==> config.mk <==
export PLATFORM = sky130hd
export DESIGN_NAME = exc_entry_seq
export DESIGN_NICKNAME = d
export VERILOG_FILES = /design/src/rtl/exc_entry_seq.sv
export SDC_FILE = /design/constraint.sdc
export NUM_CORES = 1
export LEC_CHECK = 0
export BUFFER_PORTS_ARGS = -buffer_cell sky130_fd_sc_hd__clkbuf_2
export CORE_ASPECT_RATIO = 1.2
export CORE_MARGIN = 2
export CORE_UTILIZATION = 36
export CTS_CLUSTER_DIAMETER = 150
export CTS_CLUSTER_SIZE = 10
export DETAILED_ROUTE_END_ITERATION = 10
export PLACE_DENSITY = 0.61
export SLEW_MARGIN = 0
export SYNTH_ARGS = -nofsm -noshare
export SYNTH_HDL_FRONTEND = slang
export SYNTH_SLANG_ARGS = --single-unit
==> constraint.sdc <==
create_clock -name clk -period 3.4 [get_ports clk]
set_input_delay 0.51 -clock clk [delete_from_list [all_inputs] [get_ports clk]]
set_output_delay 0.51 -clock clk [all_outputs]
set_load 0.01 [all_outputs]
==> src/rtl/exc_entry_seq.sv <==
module exc_entry_seq #(
  parameter int VW         = 8,
  parameter int TNW        = 4,
  parameter int TRAP_BASE  = 32,
  parameter int SHORT_LEN  = 4,
  parameter int LONG_LEN   = 29,
  parameter logic [2:0] RESET_MASK = 3'd7
) (
  input  logic            clk,
  input  logic            rst_n,
  input  logic            start,
  input  logic [2:0]      kind,
  input  logic [2:0]      irq_level,
  input  logic [TNW-1:0]  trap_num,
  input  logic [15:0]     sr_in,
  input  logic [31:0]     pc_in,
  input  logic [31:0]     ssp_in,
  input  logic [31:0]     fault_addr,
  input  logic [15:0]     fault_info,
  output logic            busy,
  output logic            mem_req,
  output logic            mem_we,
  output logic [31:0]     mem_addr,
  output logic [15:0]     mem_wdata,
  input  logic [15:0]     mem_rdata,
  input  logic            mem_ack,
  output logic            iack_req,
  output logic [2:0]      iack_level,
  input  logic            iack_ack,
  input  logic [VW-1:0]   iack_vector,
  output logic [15:0]     sr_out,
  output logic [31:0]     ssp_out,
  output logic [31:0]     pc_out,
  output logic            done
);
  localparam int CW   = $clog2(LONG_LEN);
  localparam int OFFW = 12;
  localparam logic [2:0] K_RST = 3'd0, K_IRQ = 3'd1, K_BUS = 3'd2, K_ADR = 3'd3, K_TRP = 3'd4;

  typedef enum logic [1:0] {ST_IDLE, ST_IACK, ST_PUSH, ST_FETCH} st_t;

  st_t            state;
  logic [2:0]     kind_q;
  logic [15:0]    sr_copy, sr_q, finfo_q;
  logic [31:0]    pc_q, ssp_q, pc_new, faddr_q;
  logic [VW-1:0]  vec_q, vec_int;
  logic [CW-1:0]  cnt;
  logic [1:0]     fcnt, fsel;
  logic [15:0]    frame_word;
  logic [31:0]    vaddr;

  wire take      = start && (state == ST_IDLE || kind == K_RST);
  wire in_long   = (kind == K_BUS) || (kind == K_ADR);
  wire q_long    = (kind_q == K_BUS) || (kind_q == K_ADR);
  wire q_rst     = (kind_q == K_RST);
  wire fetch_end = q_rst ? (fcnt == 2'd3) : (fcnt == 2'd1);

  always_comb begin
    case (kind)
      K_RST:   vec_int = '0;
      K_BUS:   vec_int = VW'(2);
      K_ADR:   vec_int = VW'(3);
      K_TRP:   vec_int = VW'(TRAP_BASE) + VW'(trap_num);
      default: vec_int = '0;
    endcase
  end

  always_comb begin
    case (cnt)
      CW'(0):  frame_word = sr_copy;
      CW'(1):  frame_word = pc_q[31:16];
      CW'(2):  frame_word = pc_q[15:0];
      CW'(3):  frame_word = {(q_long ? 4'b1000 : 4'b0000),
                             {(OFFW-VW-2){1'b0}}, vec_q, 2'b00};
      CW'(4):  frame_word = finfo_q;
      CW'(5):  frame_word = faddr_q[31:16];
      CW'(6):  frame_word = faddr_q[15:0];
      default: frame_word = '0;
    endcase
  end

  assign vaddr      = {{(30-VW){1'b0}}, vec_q, 2'b00} + {29'd0, fcnt, 1'b0};
  assign fsel       = q_rst ? fcnt : fcnt + 2'd2;
  assign busy       = (state != ST_IDLE);
  assign mem_req    = (state == ST_PUSH) || (state == ST_FETCH);
  assign mem_we     = (state == ST_PUSH);
  assign mem_addr   = mem_we ? ssp_q - 32'd2 : vaddr;
  assign mem_wdata  = mem_we ? frame_word : 16'd0;
  assign iack_req   = (state == ST_IACK);
  assign iack_level = sr_q[10:8];
  assign sr_out     = sr_q;
  assign ssp_out    = ssp_q;
  assign pc_out     = pc_new;

  always_ff @(posedge clk or negedge rst_n) begin
    if (!rst_n) begin
      state   <= ST_IDLE;
      kind_q  <= K_RST;
      sr_copy <= '0;
      sr_q    <= '0;
      finfo_q <= '0;
      pc_q    <= '0;
      ssp_q   <= '0;
      pc_new  <= '0;
      faddr_q <= '0;
      vec_q   <= '0;
      cnt     <= '0;
      fcnt    <= '0;
      done    <= 1'b0;
    end else begin
      done <= 1'b0;
      if (take) begin
        kind_q  <= kind;
        sr_copy <= sr_in;
        pc_q    <= pc_in;
        ssp_q   <= ssp_in;
        faddr_q <= fault_addr;
        finfo_q <= fault_info;
        vec_q   <= vec_int;
        fcnt    <= '0;
        cnt     <= in_long ? CW'(LONG_LEN-1) : CW'(SHORT_LEN-1);
        if (kind == K_RST)
          sr_q <= {3'b001, 2'b00, RESET_MASK, 8'h00};
        else
          sr_q <= {1'b0, sr_in[14], 1'b1, sr_in[12:11],
                   (kind == K_IRQ) ? irq_level : sr_in[10:8], sr_in[7:0]};
        case (kind)
          K_RST:   state <= ST_FETCH;
          K_IRQ:   state <= ST_IACK;
          default: state <= ST_PUSH;
        endcase
      end else begin
        case (state)
          ST_IACK: if (iack_ack) begin
            vec_q <= iack_vector;
            state <= ST_PUSH;
          end
          ST_PUSH: if (mem_ack) begin
            ssp_q <= ssp_q - 32'd2;
            if (cnt == '0) state <= ST_FETCH;
            else           cnt   <= cnt - CW'(1);
          end
          ST_FETCH: if (mem_ack) begin
            case (fsel)
              2'd0: ssp_q[31:16]  <= mem_rdata;
              2'd1: ssp_q[15:0]   <= mem_rdata;
              2'd2: pc_new[31:16] <= mem_rdata;
              default: pc_new[15:0] <= mem_rdata;
            endcase
            fcnt <= fcnt + 2'd1;
            if (fetch_end) begin
              done  <= 1'b1;
              state <= ST_IDLE;
            end
          end
          default: ;
        endcase
      end
    end
  end

  AST_REQ_HOLD: assert property (@(posedge clk) disable iff (!rst_n)
    (mem_req && !mem_ack && !(start && kind == K_RST)) |=>
      (mem_req && $stable(mem_addr) && $stable(mem_we) && $stable(mem_wdata)));
  AST_ADDR_EVEN: assert property (@(posedge clk) disable iff (!rst_n)
    mem_req |-> !mem_addr[0]);
  AST_IACK_EXCL: assert property (@(posedge clk) disable iff (!rst_n)
    !(mem_req && iack_req));
  AST_VEC_READ: assert property (@(posedge clk) disable iff (!rst_n)
    (mem_req && !mem_we) |-> (mem_addr < 32'd1024));
  AST_SUPER_DONE: assert property (@(posedge clk) disable iff (!rst_n)
    done |-> (sr_out[13] && !sr_out[15] && !busy));
  AST_DONE_PULSE: assert property (@(posedge clk) disable iff (!rst_n)
    done |=> !done);
  AST_IDLE_HOLD: assert property (@(posedge clk) disable iff (!rst_n)
    (!busy && !start) |=> ($stable(pc_out) && $stable(ssp_out) && $stable(sr_out)));
endmodule

==> flow_summary.yaml <==
place:
  dp_hpwl_um: 28500
  dp_cells: 1824
  gp_congestion: 0.897
  port_buffers: 301
  post-place-ws_ns: 0.320
finish:
  drive_above_1_share: 0.311
  final_util: 0.461
  nNetsFinal: 1647
  final_common_cell: "nand2_1"
  finalNonFillerCells: 1865
  layout_common_cells: "nand2_1, clkbuf_2, dfrtp_1"
  syn_to_final_growth_pct: 26.4
power_and_ir_drop:
  power_leakage_nw: 6.47
  ir_drop_mv: 0.387
  power_mw: 12.0
  powerDensity_nw_per_um2: 904
detailed_routing:
  drc: 0
  ant_nets: 0
  dr.pass1.iters: 7
  drt_wl_total_um: 38000
  wire_per_inst_um: 20.4
  drt_iter0_markers: 839
  vias: 9883
  vias_per_cell: 5.30
critical_path:
  critical_path_class: "reg -> out"
  cp-end-kind: "output pin"
  worst-r2r-setup-slack_ns: 0.64
  crit_arrival_ns: 2.87
  crit_fanout: 4
  required_ns: 2.89
  crit_path_start_kind: "flop"
die:
  start_util: 0.365
  dieArea_um2: 30500
  fp.dieH_um: 191
  core_um2: 28800
  die_x_um: 160
  rows: 68
  io_pins: 303
logic_synthesis:
  yosys.area.top_type_share: 0.467
  synth.ff_latch_count: 196
  netlist.top_cell.by_area: "dfrtp_1"
  yosysUniqueCellTypes: 72
  synthFlopType: "dfrtp_1"
  synth.cell_area_um2: 10500
  ys_seq_area_frac: 0.467
  syn_inst: 1184
  synthTopCellsByArea: "dfrtp_1, nand2_1, mux2_2, a21oi_1, a222oi_1"
  syn_nets: 1364
  async_flop_share: 1.00
  synth_edf_count: 0
  yosysWarnings: 0
  syn_area_per_cell_um2: 8.86
cts:
  clock_sinks: 196
  htree_levels: 4
  clk_pin_slew_ns: 0.08
  cts_tree: "done"
  cts_buffer_depth: 2
  cts-buffers-inserted: 17
  worstSkewPairLatency_ns: 0.44
  root_buffer: "clkbuf_16"
  hold_buffers: 0
timing:
  post-route-period-util: 0.994
  finalCriticalPeriod_ns: 3.38
  setup_slack_ns: 0.0208
  finClkSkew_ns: 0.0122
  hold_viol: 0
  worst_hold_slack_ns: 0.0745
  fmax_ghz: 0.296
  slew_viol_final: 0
  setup_viol: 0
  slew_headroom: 0.286
  worstMarginPinSlew_ns: 1.06
  rsz0062_at_grt: "true"
global_route:
  grt_start_max_net_pins: 73
  grt_pass1_vias: 9918
  grt_use_total: 0.245
  grt_pass1_wl_um: 57300
  overflow: 0
  antenna_found_initial: 1
run_status:
  status: "complete, no violations"
worst_hold_path:
  hp-class: "in -> async"
job:
  maxCapViolations: 0
==> flip-flops by register name, summed over array words and instances (netlist names), 3 cells and up <==
name,flops
faddr_q,32
pc_out,32
pc_q,32
ssp_out,32
finfo_q,16
sr_copy,16
sr_out,15
vec_q,8
cnt,5
kind_q,3
==> final cells by class <==
cell class / count / area (µm²)
fill: 2911 / 15500
multi-input combinational: 882 / 5260
sequential: 196 / 4910
timing repair buffer: 342 / 1930
tap: 385 / 482
clock buffer: 18 / 429
clock inverter: 13 / 149
inverter: 28 / 105
antenna: 1 / 2.50
==> cells in the mapped netlist, types with 5 or more instances <==
| cell type | n |
|---|---|
| a21boi_0 | 7 |
| a21oi_1 | 57 |
| a221oi_1 | 10 |
| a222oi_1 | 23 |
| a22oi_1 | 9 |
| a31oi_1 | 8 |
| and2_1 | 26 |
| and3_1 | 8 |
| buf_1 | 6 |
| buf_2 | 22 |
| clkbuf_1 | 44 |
| dfrtp_1 | 196 |
| ha_1 | 13 |
| inv_1 | 27 |
| mux2_2 | 44 |
| nand2_1 | 358 |
| nand3_1 | 27 |
| nor2_1 | 46 |
| nor3_1 | 24 |
| nor4_1 | 13 |
| nor4_2 | 5 |
| o211ai_1 | 5 |
| o21a_1 | 14 |
| o21ai_0 | 32 |
| o221a_2 | 5 |
| o221ai_1 | 6 |
| o22a_1 | 9 |
| o31ai_1 | 6 |
| or2_2 | 5 |
| or3_1 | 18 |
| or4_1 | 5 |
| xnor2_1 | 19 |
| xor2_1 | 16 |
==> where the power goes <==
part           switching [mW]  total, mW  internal, mW
sequential              0.981       4.42          3.44
clock                   0.973       2.07          1.09
combinational            3.21       5.50          2.30
total                    5.16       12.0          6.83
==> critical path, stage by stage (launching register included) <==
cell      delay, ns
dfrtp_1        0.42
inv_2          0.09
ha_4           0.13
or3b_4         0.37
or3_4          0.42
or4_4          0.55
xnor2_1        0.15
and2_1         0.15
clkbuf_2       0.13
==> per-layer routing <==
| metal | vias to the layer above | track usage | share of wire |
|---|---|---|---|
| li1 | 4689 | - | - |
| met1 | 4718 | 0.284 | 0.38 |
| met2 | 419 | 0.431 | 0.50 |
| met3 | 57 | 0.0564 | 0.076 |
| met4 | 0 | 0.114 | 0.043 |
| met5 | - | 0 | 0 |
==> worst paths after layout <==
| check | start | end | depth (start not counted) |
|---|---|---|---|
| setup / recovery | ssp_out[1] | mem_addr[31] | 8 |
| hold / removal | rst_n | faddr_q[11] | 1 |
| setup reg to reg | state[0] | pc_out[20] | 6 |
| hold reg to reg | sr_out[11] | sr_out[11] | 2 |
| max in group asynchronous | rst_n | pc_out[1] | 2 |
| min in group clk | fault_addr[13] | faddr_q[13] | 3 |
==> metrics by stage <==
| step | cell area [µm²] | TNS [ns] |
|---|---|---|
| final | 13300 | 0 |
| after global routing | 13300 | -0.0637 |
| after CTS | 13100 | -0.0725 |
| after detailed placement | 12500 | 0 |
| after global placement | 12500 | 0 |
| after floorplan | 10500 | 0 |
==> repair_timing <==
action | 4_1_cts | 5_1_grt
buffers inserted | 1 | 8
setup endpoints to repair | 12 | 11
pin swaps | 0 | 9
gates cloned | 0 | 0
resized for setup | 5 | 16
==> cell families (layout without fill, tap and decap cells) <==
| logic type | Yosys count | after routing | synth area share |
|---|---|---|---|
| and+or+nand+nor | 562 | 562 | 0.242 |
| AOI/OAI and AO/OA | 223 | 223 | 0.152 |
| DFF | 196 | 196 | 0.467 |
| buffers and inverters | 106 | 401 | 0.0428 |
| muxes | 48 | 48 | 0.0510 |
| xor gates and xnor gates | 35 | 35 | 0.0292 |
| adders and majority gates | 13 | 13 | 0.0155 |
| other | 1 | 2 | 0.000357 |
(Power assumes the default switching activity.)
